### config.mk
export PLATFORM = sky130hd
export DESIGN_NAME = pwm_out_steer
export DESIGN_NICKNAME = d
export VERILOG_FILES = /design/src/rtl/pwm_steer_pkg.sv /design/src/rtl/pwm_steer_cfg.sv /design/src/rtl/pwm_steer_core.sv /design/src/rtl/pwm_steer_pinmap.sv /design/src/rtl/pwm_out_steer.sv
export SDC_FILE = /design/constraint.sdc
export NUM_CORES = 1
export LEC_CHECK = 0
export ABC_CLOCK_PERIOD_IN_PS = 2200
export BUFFER_PORTS_ARGS = -buffer_cell sky130_fd_sc_hd__buf_4
export CORE_MARGIN = 2
export CORE_UTILIZATION = 48
export DETAILED_ROUTE_END_ITERATION = 10
export PLACE_DENSITY = 0.77
export SYNTH_ARGS = -nofsm -noshare
export SYNTH_HDL_FRONTEND = slang
export SYNTH_SLANG_ARGS = --single-unit
### constraint.sdc
create_clock -name clk -period 2.2 [get_ports clk]
set_clock_uncertainty 0.2 [all_clocks]
set_input_delay 0.22 -clock clk [delete_from_list [all_inputs] [get_ports clk]]
set_output_delay 0.22 -clock clk [all_outputs]
set_load 0.02 [all_outputs]
### src/rtl/pwm_steer_pkg.sv
package pwm_steer_pkg;

    typedef enum logic [1:0] {
        MODE_COMP = 2'b00,
        MODE_IND  = 2'b01,
        MODE_PP   = 2'b10,
        MODE_RSV  = 2'b11
    } steer_mode_e;

    typedef struct packed {
        steer_mode_e mode;
        logic        swap;
        logic        force_on;
        logic        en_hi;
        logic        en_lo;
        logic        inv_hi;
        logic        inv_lo;
    } steer_flags_t;

    localparam int NUM_PINS = 2;

endpackage

### src/rtl/pwm_steer_cfg.sv
module pwm_steer_cfg
    import pwm_steer_pkg::*;
#(
    parameter int DT_W = 6
) (
    input  logic               clk,
    input  logic               rst_n,
    input  logic               gen_on,
    input  logic               wr_en,
    input  steer_flags_t       wr_flags,
    input  logic [DT_W-1:0]    wr_dead,
    output steer_flags_t       flags_q,
    output logic [DT_W-1:0]    dead_q
);

    typedef struct packed {
        steer_flags_t    f;
        logic [DT_W-1:0] dead;
    } cfg_t;

    cfg_t cfg_d, cfg_q;

    // Next-state: swap, force-on and dead time always load; the
    // pin-shaping fields load only while the generator is stopped.
    always_comb begin
        cfg_d = cfg_q;
        if (wr_en) begin
            cfg_d.f.swap     = wr_flags.swap;
            cfg_d.f.force_on = wr_flags.force_on;
            cfg_d.dead       = wr_dead;
            if (!gen_on) begin
                cfg_d.f.mode   = wr_flags.mode;
                cfg_d.f.en_hi  = wr_flags.en_hi;
                cfg_d.f.en_lo  = wr_flags.en_lo;
                cfg_d.f.inv_hi = wr_flags.inv_hi;
                cfg_d.f.inv_lo = wr_flags.inv_lo;
            end
        end
    end

    always_ff @(posedge clk or negedge rst_n) begin
        if (!rst_n) begin
            cfg_q <= '0;
        end else begin
            cfg_q <= cfg_d;
        end
    end

    assign flags_q = cfg_q.f;
    assign dead_q  = cfg_q.dead;

endmodule

### src/rtl/pwm_steer_core.sv
module pwm_steer_core
    import pwm_steer_pkg::*;
#(
    parameter int DT_W = 6
) (
    input  logic            clk,
    input  logic            rst_n,
    input  steer_mode_e     mode,
    input  logic            force_on,
    input  logic [DT_W-1:0] dead,
    input  logic            raw_hi,
    input  logic            raw_lo,
    input  logic            period_start,
    input  logic            ovr_en,
    input  logic            ovr_hi,
    input  logic            ovr_lo,
    output logic            side_hi_d,
    output logic            side_lo_d,
    output logic            dt_busy
);

    typedef struct packed {
        logic            lvl;   // committed complementary level
        logic            sel;   // push-pull side: 0 high, 1 low
        logic [DT_W-1:0] dt;    // remaining gap cycles
    } core_st_t;

    localparam core_st_t ST_RESET = '{lvl: 1'b0, sel: 1'b1, dt: '0};

    core_st_t st_d, st_q;
    logic     tgt;

    always_comb begin
        st_d      = st_q;
        side_hi_d = 1'b0;
        side_lo_d = 1'b0;
        tgt       = ovr_en ? ovr_hi : raw_hi;

        if (period_start) begin
            st_d.sel = ~st_q.sel;
        end

        case (mode)
            MODE_COMP: begin
                if (ovr_en && force_on) begin
                    st_d.lvl = tgt;
                    st_d.dt  = '0;
                end else if (tgt != st_q.lvl) begin
                    st_d.lvl = tgt;
                    st_d.dt  = dead;
                end else if (st_q.dt != '0) begin
                    st_d.dt  = st_q.dt - DT_W'(1);
                end
                if (st_d.dt == '0) begin
                    side_hi_d = st_d.lvl;
                    side_lo_d = ~st_d.lvl;
                end
            end
            MODE_IND: begin
                st_d.lvl  = tgt;
                st_d.dt   = '0;
                side_hi_d = tgt;
                side_lo_d = ovr_en ? ovr_lo : raw_lo;
            end
            MODE_PP: begin
                st_d.lvl = tgt;
                st_d.dt  = '0;
                if (ovr_en) begin
                    side_hi_d = ovr_hi;
                    side_lo_d = ovr_lo;
                end else begin
                    side_hi_d = raw_hi & ~st_d.sel;
                    side_lo_d = raw_hi &  st_d.sel;
                end
            end
            MODE_RSV: begin
                st_d.lvl = tgt;
                st_d.dt  = '0;
            end
            default: begin
                st_d.dt  = '0;
            end
        endcase
    end

    always_ff @(posedge clk or negedge rst_n) begin
        if (!rst_n) begin
            st_q <= ST_RESET;
        end else begin
            st_q <= st_d;
        end
    end

    assign dt_busy = (st_q.dt != '0);

endmodule

### src/rtl/pwm_steer_pinmap.sv
module pwm_steer_pinmap
    import pwm_steer_pkg::*;
(
    input  logic clk,
    input  logic rst_n,
    input  logic swap,
    input  logic inv_hi,
    input  logic inv_lo,
    input  logic side_hi,
    input  logic side_lo,
    output logic pin_hi,
    output logic pin_lo
);

    logic [NUM_PINS-1:0] side_v, inv_v, pin_d, pin_q;

    assign side_v = {side_lo, side_hi};
    assign inv_v  = {inv_lo, inv_hi};

    // Index 0 is the high pin, index 1 the low pin. Swap picks the
    // opposite side; polarity belongs to the pin and is applied last.
    for (genvar i = 0; i < NUM_PINS; i++) begin : g_pin
        assign pin_d[i] = (swap ? side_v[NUM_PINS-1-i] : side_v[i]) ^ inv_v[i];
    end

    always_ff @(posedge clk or negedge rst_n) begin
        if (!rst_n) begin
            pin_q <= '0;
        end else begin
            pin_q <= pin_d;
        end
    end

    assign pin_hi = pin_q[0];
    assign pin_lo = pin_q[1];

endmodule

### src/rtl/pwm_out_steer.sv
module pwm_out_steer
    import pwm_steer_pkg::*;
#(
    parameter int DT_W = 6
) (
    input  logic            clk,
    input  logic            rst_n,
    input  logic            gen_on,
    input  logic            cfg_we,
    input  logic [1:0]      cfg_mode,
    input  logic            cfg_swap,
    input  logic            cfg_force_on,
    input  logic            cfg_en_hi,
    input  logic            cfg_en_lo,
    input  logic            cfg_inv_hi,
    input  logic            cfg_inv_lo,
    input  logic [DT_W-1:0] cfg_dead,
    input  logic            raw_hi,
    input  logic            raw_lo,
    input  logic            period_start,
    input  logic            ovr_en,
    input  logic            ovr_hi,
    input  logic            ovr_lo,
    output logic            pin_hi,
    output logic            pin_lo,
    output logic            own_hi,
    output logic            own_lo
);

    steer_flags_t    wr_flags;
    steer_flags_t    flags_q;
    logic [DT_W-1:0] dead_q;
    logic            side_hi_d, side_lo_d;
    logic            dt_busy;
    logic [1:0]      cur_mode;
    logic            cur_inv_hi, cur_inv_lo;

    always_comb begin
        wr_flags          = '0;
        wr_flags.mode     = steer_mode_e'(cfg_mode);
        wr_flags.swap     = cfg_swap;
        wr_flags.force_on = cfg_force_on;
        wr_flags.en_hi    = cfg_en_hi;
        wr_flags.en_lo    = cfg_en_lo;
        wr_flags.inv_hi   = cfg_inv_hi;
        wr_flags.inv_lo   = cfg_inv_lo;
    end

    pwm_steer_cfg #(.DT_W(DT_W)) u_cfg (
        .clk      (clk),
        .rst_n    (rst_n),
        .gen_on   (gen_on),
        .wr_en    (cfg_we),
        .wr_flags (wr_flags),
        .wr_dead  (cfg_dead),
        .flags_q  (flags_q),
        .dead_q   (dead_q)
    );

    pwm_steer_core #(.DT_W(DT_W)) u_core (
        .clk          (clk),
        .rst_n        (rst_n),
        .mode         (flags_q.mode),
        .force_on     (flags_q.force_on),
        .dead         (dead_q),
        .raw_hi       (raw_hi),
        .raw_lo       (raw_lo),
        .period_start (period_start),
        .ovr_en       (ovr_en),
        .ovr_hi       (ovr_hi),
        .ovr_lo       (ovr_lo),
        .side_hi_d    (side_hi_d),
        .side_lo_d    (side_lo_d),
        .dt_busy      (dt_busy)
    );

    pwm_steer_pinmap u_pinmap (
        .clk     (clk),
        .rst_n   (rst_n),
        .swap    (flags_q.swap),
        .inv_hi  (flags_q.inv_hi),
        .inv_lo  (flags_q.inv_lo),
        .side_hi (side_hi_d),
        .side_lo (side_lo_d),
        .pin_hi  (pin_hi),
        .pin_lo  (pin_lo)
    );

    assign own_hi     = flags_q.en_hi;
    assign own_lo     = flags_q.en_lo;
    assign cur_mode   = flags_q.mode;
    assign cur_inv_hi = flags_q.inv_hi;
    assign cur_inv_lo = flags_q.inv_lo;

endmodule

Word level (Yosys, flattened, before mapping)
Index checks and enable logic that the tools add are counted.

Memory bits (writable): 0. Memories kept: 0. Bits in latches: 0. Register bits after elaboration: 24. Memory bits (read-only): 0. Input port bits: 24. Word-level logic and storage cells: 51. Output and inout bits: 4.

Bitwise gates (word level): 8. Order comparisons: 0. Reduce and logical (&&, ||, !) cells: 6. Eq/ne operators: 4. Multipliers: 0. Add/subtract/negate cells: 1. Mux-type cells: 20. Div/mod/pow operators: 0. Shift-type cells: 0.

Operators by type and width (number): $mux 6 (4); $mux 1 (12); $pmux 6 s2 (1); $logic_not 6->1 (1); $pmux 1 s3 (2); $reduce_bool 6->1 (1); $sub 6x1->6 const B (1); $eq 2x2->1 const B (2); $not 1->1 (4); $reduce_or 3->1 (1); $and 1x1->1 (2); $eq 2x1->1 const B (1); $logic_not 2->1 (1); $pmux 1 s2 (1); $reduce_and 2->1 (1); $xor 1x1->1 (2); $logic_and 1x1->1 (1); $ne 1x1->1 (1).

Depth between registers and ports, before layout
Gate-level depths: netlist of the first run.

Depth after elaboration: 10. Depth in mapped cells: 9. Depth with buffers taken out: 9.

Modules after synthesis
From an unflattened synthesis of the first run, not the netlist that was laid out.

Cells, all modules: 110. Area, all modules: 1281.2 um2.

By module, submodules not included: pwm_steer_core (sequential area each 201.4 um2, cells an instance 73, area an instance 626.9 um2, times used 1); pwm_steer_cfg (sequential area each 350.3 um2, cells an instance 31, area an instance 566.8 um2, times used 1); pwm_steer_pinmap (sequential area each 50.0 um2, cells an instance 6, area an instance 87.6 um2, times used 1).

Least setup slack after synthesis of the first run
OpenSTA, ideal clock, no wires.

Kind: flip-flop to flip-flop. Start: reg u_core.st_q[0] in the netlist's numbering. End: reg u_pinmap.pin_q[1]. Arrival: 2.101 ns. Stages on the path, launching flop included: 10. Path buffers: 0. Library setup time: 0.079 ns. Slack: -0.180 ns. Data required time: 1.921 ns. Cells stage by stage: dfrtp_1 > inv_1 > ha_1 > or3b_2 > nor3_2 > o211ai_2 > a221oi_2 > nand4_1 > a32oi_1 > xor2_1.

Word-level cells in the longest chain between the ends: 10. Elaborated cells between the ends (all ways): 13.

RTL lines: start, declared (line pwm_steer_core.sv:30) `core_st_t st_d, st_q;`; start signal, assigned (line pwm_steer_core.sv:90) `st_q <= st_d;`; $sub 6x1->6 / $reduce_bool 6->1 (equally long branches) (line pwm_steer_core.sv:52, pwm_steer_core.sv:51); $mux 6 (*) (line pwm_steer_core.sv:51) `end else if (st_q.dt != '0) begin`; $mux 6 (*) (line pwm_steer_core.sv:48) `end else if (tgt != st_q.lvl) begin`; $mux 6 (*) (line pwm_steer_core.sv:45) `if (ovr_en && force_on) begin`; $mux 6 (*) (line pwm_steer_core.sv:43) `case (mode)`; $logic_not 6->1 (*) (line pwm_steer_core.sv:54) `if (st_d.dt == '0) begin`; $mux 1 (line pwm_steer_core.sv:54); $pmux 1 s3 (line pwm_steer_core.sv:43); $mux 1 (*) (line pwm_steer_pinmap.sv:23) `assign pin_d[i] = (swap ? side_v[NUM_PINS-1-i] : side_v[i]) ^ inv_v[i];`; $xor 1x1->1 (*) (line pwm_steer_pinmap.sv:23); named net u_pinmap.pin_d[1] (line pwm_steer_pinmap.sv:15) `logic [NUM_PINS-1:0] side_v, inv_v, pin_d, pin_q;`; end signal, assigned (line pwm_steer_pinmap.sv:30) `pin_q <= pin_d;`; end, declared (line pwm_steer_pinmap.sv:15).

Mark *: on every way through the listed nets, which the timed path passes. The rest lies on a longest branch. The select of a mux whose other input is x is not followed. A chain may end at the register's enable or synchronous reset.

Final worst setup path of the first run
Start: reg u_core.st_q[1] in the netlist's numbering. End: reg u_pinmap.pin_q[1].

Same word-level chain as after synthesis.

==> flow_summary_export.csv, run 1 <==
group,metric,value,unit
clocking,numCtsBuffers,3,
synth,postSynthNetCount,143,
worst_hold_path,timing.hold.worst_path_depth,2,
synth,total_standard_cell_area_after_synthesis,1330,sq um
routing,first_pass_iters,4,
routing,routed_wire_length_per_instance,14.82,microns
sta,rsz0062_at_grt,"yes",
finish,layout-area-overhead-vs-synth,44.12,%
setup_path,worstReg2RegEnd,"u_pinmap.pin_q[1]$_DFF_PN0_",
power_and_ir_drop,power.share.combinational,0.449,
synth,share_of_yosys_cell_area_claimed_by_the_top_area_cell_type,0.4327,
synth,dominantRegCellSynth,"sky130_fd_sc_hd__dfrtp_1",
clocking,ctsLongestPathBuffers,2,
synth,synth.cells.most_frequent,"23 x sky130_fd_sc_hd__dfrtp_1, 14 x sky130_fd_sc_hd__mux2_2, 8 x sky130_fd_sc_hd__nor2_1",
clocking,clock_sink_count,24,
power_and_ir_drop,p_switching,0.0004745,W
setup_path,critical_path.startpoint_type,"flip-flop",
synth,yosys_warnings,0,
setup_path,cp_capture_type,"flip-flop",
sta,fin_hold_viols,0,
synth,yosysUniqueCellTypes,45,
power_and_ir_drop,p_sw_frac,0.3304,
worst_hold_path,hold_start,"cfg_we",
sta,achievable-frequency,406.8,MHz
setup_path,worst-r2r-cell-count,9,
placed_design,globalplace.congestion,0.8652,
finish,postLayoutCoreUtil,0.7136,
synth,seq_area_frac_synth,0.4525,
setup_path,setup.worst_path.class,"reg2reg",
run,max-cap-violations,0,
global_routing,grt_start_max_net_pins,25,
floorplan,core-area,2686,sq um
global_routing,first_global_vias,1228,
synth,synth_cells,117,
sta,final_period_minus_worst_setup_slack,2458,ps
global_routing,first_pass_grt_wire_length,5430,microns
floorplan,std_cell_rows,19,
clocking,tritoncts,"yes",
routing,drt_iter0_markers,16,
placed_design,placement.io_buffers,27,
clocking,clock-root-buffer,"sky130_fd_sc_hd__clkbuf_4",
clocking,worstSkewPairLatency,310,ps
power_and_ir_drop,cellInternalPower,0.0009615,W
sta,slew_at_the_pin_closest_to_its_max_slew_limit,472.3,ps
routing,drt_wl_total,3112,microns
setup_path,timing.critical_path.required,2250,ps
outcome,status,"finished, violations left",
synth,synth_register_bits,24,
routing,detail-route-antenna-nets,0,
setup_path,cells_along_the_critical_path,"inv_2 -> ha_4 -> or3b_4 -> nor3_4 -> o211ai_2 -> a221oi_2 -> nand4_1 -> a32oi_1 -> xor2_1",
placed_design,detailed_place.area,1667,sq um
sta,timing.max_slew.rel_slack,0.6845,
sta,finalWorstSetupSlack,-257.9,ps
floorplan,floorplan.die_area,3208,sq um
setup_path,critical_path_arrival,2510,ps
worst_hold_path,holdPathEnd,"u_cfg.flags_q[4]$_DFFE_PN0P_",
routing,routed_via_count,1144,
clocking,cts-htree-levels,1,
finish,layout.cell_area.non_filler,1917,sq um
floorplan,top_level_ports,28,
sta,finalSetupViolations,2,
synth,synth_area_leaders,"sky130_fd_sc_hd__dfrtp_1 43%, sky130_fd_sc_hd__mux2_2 12%, sky130_fd_sc_hd__nor2b_1 2.4%",
routing,avgViaCountPerCell,5.448,
floorplan,die_height,56.64,microns
finish,layout_cell_share_with_drive_strength_beyond_1,0.4693,
setup_path,critical_path.max_stage_delay,410,ps
synth,number_of_synthesized_flops_with_an_enable_pin,0,
setup_path,critical-path-slowest-cell,"sky130_fd_sc_hd__dfrtp_1",
routing,drc,0,
floorplan,initial_core_utilization,0.4951,
power_and_ir_drop,seq_power_share,0.393,
synth,post-synth-top-count-cell,"sky130_fd_sc_hd__dfrtp_1",
placed_design,dp_hpwl,2133,microns
power_and_ir_drop,total_leakage_power,0.8628,nW
setup_path,internal_reg_to_reg_setup_slack,-260,ps
sta,period_share,1.117,
power_and_ir_drop,cellPowerDensity,749.2,nW/um^2
sta,totalNegativeSetupSlack,-510.2,ps
finish,final_net_count,206,
power_and_ir_drop,power.ir.vdd_worst,0.6652,mV
global_routing,global_route.overflow_total,0,
sta,slew_violations,0,
power_and_ir_drop,clock_power_share,0.158,
power_and_ir_drop,power.total,0.001436,W
synth,synth_top_cell_by_area,"sky130_fd_sc_hd__dfrtp_1",
clocking,clk_pin_slew_worst_paths,130,ps
synth,synth_async_sr_flop_share,1.000,
floorplan,floorplan.die.width,56.64,microns
global_routing,antenna_violations_before_repair,0,
outcome,failed_checks,"negative setup slack",
setup_path,reg_to_reg_startpoint,"u_core.st_q[1]$_DFF_PN0_",
worst_hold_path,holdCritPathClass,"in2reg",
global_routing,grt_overall_usage,0.2186,
setup_path,timing.critical_path.fanout_max,3,
finish,n_antenna_cell,0,
synth,postSynthAreaPerCell,11.37,sq um
[power groups by stage]
stage,combinational (W),clock [W],sequential (W)
after floorplan,0.000326,0,0.000586
after global placement,0.000535,0,0.000566
after detailed placement,0.000551,0,0.000570
after CTS,0.000613,0.000234,0.000563
after global routing,0.000697,0.000253,0.000575
final,0.000644,0.000227,0.000565
[cell usage in the layout, fill, tap and decap left out, drive strengths merged, types with 3 or more instances in the layout]
master	instances
buf	46
dfrtp	23
dlygate4sd3	16
mux2	14
nor2	8
nor2b	5
inv	5
nand2	4
nand2b	4
xor2	4
clkbuf	4
or2	3
a21oi	3
a31oi	3
a32oi	3
o21ai	3
[critical path, delay by kind of cell, from the launching register on]
| family | cells | cell delay [ps] |
|---|---|---|
| xor gates and xnor gates | 1 | 160 |
| AOI/OAI and AO/OA | 3 | 640 |
| and+or+nand+nor | 3 | 750 |
| DFF | 1 | 410 |
| adders and majority gates | 1 | 140 |
| buffers and inverters | 1 | 90 |
[flip-flops by register name, summed over array words and instances (netlist names)]
signal,count
u_cfg.dead_q,6
u_pinmap.pin_q,2
u_cfg.flags_q,8
u_core.st_q,8
[metal layers]
layer  global-route usage  wire length [microns]  up-vias
li1                     -                      -      553
met1               0.2655                   1325      568
met3              0.02765                     71        4
met5                    0                      0        -
met4              0.07823                     32        0
met2               0.3937                   1682       19
[how the worst max path moves through the flow]
stage | to | start | slack, ps | cells past startpoint
after CTS | u_pinmap.pin_q[0]$_DFF_PN0_ | u_core.st_q[0]$_DFF_PN0_ | -230 | 9
after global placement | u_pinmap.pin_q[1]$_DFF_PN0_ | u_core.st_q[1]$_DFF_PN0_ | -160 | 9
after global routing | u_pinmap.pin_q[0]$_DFF_PN0_ | u_core.st_q[0]$_DFF_PN0_ | -450 | 9
final | u_pinmap.pin_q[1]$_DFF_PN0_ | u_core.st_q[1]$_DFF_PN0_ | -260 | 9
after floorplan | u_pinmap.pin_q[1]$_DFF_PN0_ | u_core.st_q[1]$_DFF_PN0_ | -130 | 9
after detailed placement | u_pinmap.pin_q[0]$_DFF_PN0_ | u_core.st_q[1]$_DFF_PN0_ | -280 | 9
[repair_timing]
item	CTS	global route
hold buffers	16	0
setup buffers	2	1
pin swaps	7	7
endpoints found under the setup margin	2	3
cloned	0	0
hold endpoints to repair	39	0
gates resized for setup	6	1
[through the flow]
step	hold slack [ps]	setup slack [ps]	instances
global placement	-73.39	-163.5	187
global route	34.70	-451.0	210
detailed placement	-69.74	-276.1	187
finish	41.40	-257.9	210
floorplan	-275.6	-130.7	117
CTS	29.03	-226.4	209
[layout make-up]
class	instances	area, sq um
multi-input combinational	84	715.7
tap	31	38.79
sequential	24	601.8
inverter	5	18.77
clock buffer	4	36.28
timing repair buffer	62	505.5
fill	187	769.5
[logic make-up (layout without fill, tap and decap cells)]
logic type | Yosys count | in the layout | synth area share
flops | 24 | 24 | 0.4525
compound gates | 24 | 24 | 0.1524
buf+inv | 9 | 71 | 0.03668
mux | 16 | 16 | 0.1430
fa+ha+maj | 2 | 2 | 0.01881
simple gates | 37 | 37 | 0.1580
xor+xnor | 5 | 5 | 0.03858
(Power assumes the default switching activity.)
==> run 2: changes to the inputs <==
ABC_AREA = 1   (was unset)
==> flow_summary_export.csv, run 2 <==
group,metric,value,unit
placed_design,numPlacedInstances,225,
clocking,cts-htree-levels,1,
routing,drt_iter0_markers,55,
setup_path,worst_path_dominant_cell_family,"simple AND/OR/NAND/NOR gates",
finish,layout_cell_share_with_drive_strength_beyond_1,0.2361,
clocking,clk_pin_slew_worst_paths,130,ps
setup_path,worstPathBufferInverterCount,1,
setup_path,critical_path.max_stage_delay,410,ps
global_routing,first_pass_grt_wire_length,5727,microns
synth,post-synth-top-count-cell,"sky130_fd_sc_hd__nand2_1",
placed_design,preCtsSetupSlack,172.7,ps
synth,synth.cells.most_frequent,"42 x sky130_fd_sc_hd__nand2_1, 24 x sky130_fd_sc_hd__inv_1, 23 x sky130_fd_sc_hd__dfrtp_1",
synth,synth-adder-area-share,0.01855,
synth,yosys_warnings,0,
floorplan,die_height,57.01,microns
finish,final_net_count,243,
routing,routed_wire_length_per_instance,13.22,microns
synth,synth_top_family_by_area,"simple AND/OR/NAND/NOR gates",
synth,synth_register_bits,24,
synth,synth_area_leaders,"sky130_fd_sc_hd__dfrtp_1 43%, sky130_fd_sc_hd__nand2_1 12%, sky130_fd_sc_hd__nand3_1 8.2%",
routing,avgViaCountPerCell,5.194,
clocking,ctsLongestPathBuffers,2,
worst_hold_path,holdCritPathClass,"in2reg",
worst_hold_path,timing.hold.worst_path_depth,2,
power_and_ir_drop,cellPowerDensity,627.2,nW/um^2
setup_path,critical_path_cell_count,13,
power_and_ir_drop,power.total,0.001130,W
setup_path,critical-path-slowest-cell,"sky130_fd_sc_hd__dfrtp_1",
floorplan,floorplan.die.width,57.01,microns
floorplan,initial_core_utilization,0.4977,
setup_path,cells_along_the_critical_path,"inv_2 -> ha_2 -> nand3_4 -> nand2_1 -> nand3_1 -> nand2_1 -> nand2_1 -> nor2_2 -> nand3_1 -> nand3_1 -> nand2_1 -> nand2_1 -> nand2_1",
clocking,clock_sink_count,24,
setup_path,critical_path_arrival,1980,ps
floorplan,core-area,2710,sq um
clocking,numCtsBuffers,3,
routing,routed_via_count,1283,
synth,synth_cells,169,
clocking,worstSkewPairLatency,320,ps
clocking,postCtsSetupRepairBufs,0,
clocking,tritoncts,"yes",
placed_design,dp_hpwl,2183,microns
run,max-cap-violations,0,
finish,mostFrequentLayoutCell,"sky130_fd_sc_hd__nand2_1",
finish,n_antenna_cell,0,
synth,total_standard_cell_area_after_synthesis,1349,sq um
setup_path,setup.worst_path.class,"reg2reg",
setup_path,critical_path.startpoint_type,"flip-flop",
finish,layout-area-overhead-vs-synth,33.58,%
routing,drt_wl_total,3265,microns
synth,yosys-mux-area-fraction,0.02505,
placed_design,globalplace.congestion,0.8903,
sta,achievable-frequency,512.6,MHz
global_routing,first_global_vias,1375,
floorplan,floorplan.die_area,3250,sq um
synth,synth_top_cell_by_area,"sky130_fd_sc_hd__dfrtp_1",
power_and_ir_drop,total_leakage_power,0.9276,nW
global_routing,antenna_violations_before_repair,0,
sta,final_period_minus_worst_setup_slack,1951,ps
global_routing,grt_start_max_net_pins,25,
synth,yosys.area_share.simple,0.3646,
synth,postSynthNetCount,195,
global_routing,global_route.overflow_total,0,
finish,layout.cells.most_common_list,"42 x sky130_fd_sc_hd__nand2_1, 27 x sky130_fd_sc_hd__buf_4, 23 x sky130_fd_sc_hd__inv_1, 23 x sky130_fd_sc_hd__dfrtp_1, 22 x sky130_fd_sc_hd__nand3_1",
sta,rsz0062_at_grt,"no",
sta,totalNegativeSetupSlack,0,ps
setup_path,cpMostUsedCell,"sky130_fd_sc_hd__nand2_1",
sta,slew_at_the_pin_closest_to_its_max_slew_limit,336.6,ps
synth,yosysUniqueCellTypes,22,
sta,period_share,0.8868,
sta,finalWorstSetupSlack,249.1,ps
synth,seq_area_frac_synth,0.4462,
setup_path,cp_capture_type,"flip-flop",
floorplan,std_cell_rows,19,
synth,synthXorXnorAreaFrac,0.01299,
synth,share_of_yosys_cell_area_claimed_by_the_top_area_cell_type,0.4267,
routing,first_pass_iters,5,
clocking,clock-root-buffer,"sky130_fd_sc_hd__clkbuf_4",
outcome,status,"completed",
finish,final-instance-count-excl-fill,247,
global_routing,grt_overall_usage,0.2270,
setup_path,timing.critical_path.fanout_max,7,
synth,number_of_synthesized_flops_with_an_enable_pin,0,
sta,timing.max_slew.rel_slack,0.7750,
placed_design,placement.io_buffers,27,
setup_path,worst-r2r-cell-count,13,
sta,slew_violations,0,
synth,synth_async_sr_flop_share,1.000,
power_and_ir_drop,power.ir.vdd_worst,0.4523,mV
routing,drc,0,
synth,synth-compound-area-share,0.05751,
sta,finalSetupViolations,0,
synth,dominantRegCellSynth,"sky130_fd_sc_hd__dfrtp_1",
synth,postSynthAreaPerCell,7.981,sq um
setup_path,timing.critical_path.required,2230,ps
sta,fin_hold_viols,0,
floorplan,top_level_ports,28,
routing,detail-route-antenna-nets,0,
## run 2: cell types whose count changed in the layout (fill, tap and decap cells not counted), sizes merged, moves of 5 or more
cell,delta
inv,+20
nor2b,-5
buf,-19
mux2,-11
nand3,+25
nor2,+10
nand2,+44
o21ai,+6
## run 2: kinds of logic after synthesis
group,count (synthesis)
mux,3
compound gates,15
flops,24
simple gates,96
xor+xnor,2
buf+inv,27
fa+ha+maj,2
## run 2: routing by layer
metal	GRT usage	up-vias	routed length [microns]
li1	-	628	-
met1	0.2478	590	1295
met2	0.4154	51	1716
met3	0.03175	14	127
met4	0.1329	0	126
met5	0	-	0
## run 2: power breakdown
| group | internal [W] | leakage (nW) | total, W | switching, W |
|---|---|---|---|---|
| registers | 0.000501 | 0.292 | 0.000531 | 0.0000309 |
| clock network | 0.0000710 | 0.0150 | 0.000202 | 0.000131 |
| logic | 0.000170 | 0.620 | 0.000397 | 0.000227 |
## run 2: what timing repair did
action	in CTS	in global routing
hold endpoints to repair	39	0
gates resized for setup	0	4
hold buffers	18	0
endpoints found under the setup margin	0	2
## run 2: layout make-up
| class | instances | area, sq um |
|---|---|---|
| fillers | 232 | 908.4 |
| multi-input cells | 118 | 658.1 |
| flip-flops and latches | 24 | 601.8 |
| repair buffers | 45 | 382.9 |
| inverters | 25 | 93.84 |
| well taps | 31 | 38.79 |
| clock buffers | 4 | 26.28 |
## run 2: final timing paths
check | from | endpoint | slack [ps]
max in group asynchronous | rst_n | u_core.st_q[6]$_DFF_PN1_ | 1360
min in group asynchronous | rst_n | u_cfg.flags_q[4]$_DFFE_PN0P_ | 160
min | cfg_we | u_cfg.dead_q[2]$_DFFE_PN0P_ | 10
max | u_core.st_q[0]$_DFF_PN0_ | u_pinmap.pin_q[1]$_DFF_PN0_ | 250
min reg2reg | u_cfg.flags_q[1]$_DFFE_PN0P_ | u_pinmap.pin_q[0]$_DFF_PN0_ | 290
max reg2reg | u_core.st_q[0]$_DFF_PN0_ | u_pinmap.pin_q[1]$_DFF_PN0_ | 250
## run 2: metrics by stage
stage	util	hold slack, ps	instance area [sq um]
4_1_cts	0.6602	2.572	1789
6_report	0.6648	13.64	1802
5_1_grt	0.6648	12.98	1802
3_5_place_dp	0.5840	-65.85	1583
2_1_floorplan	-	-275.6	1349
3_3_place_gp	0.5840	-71.80	1583
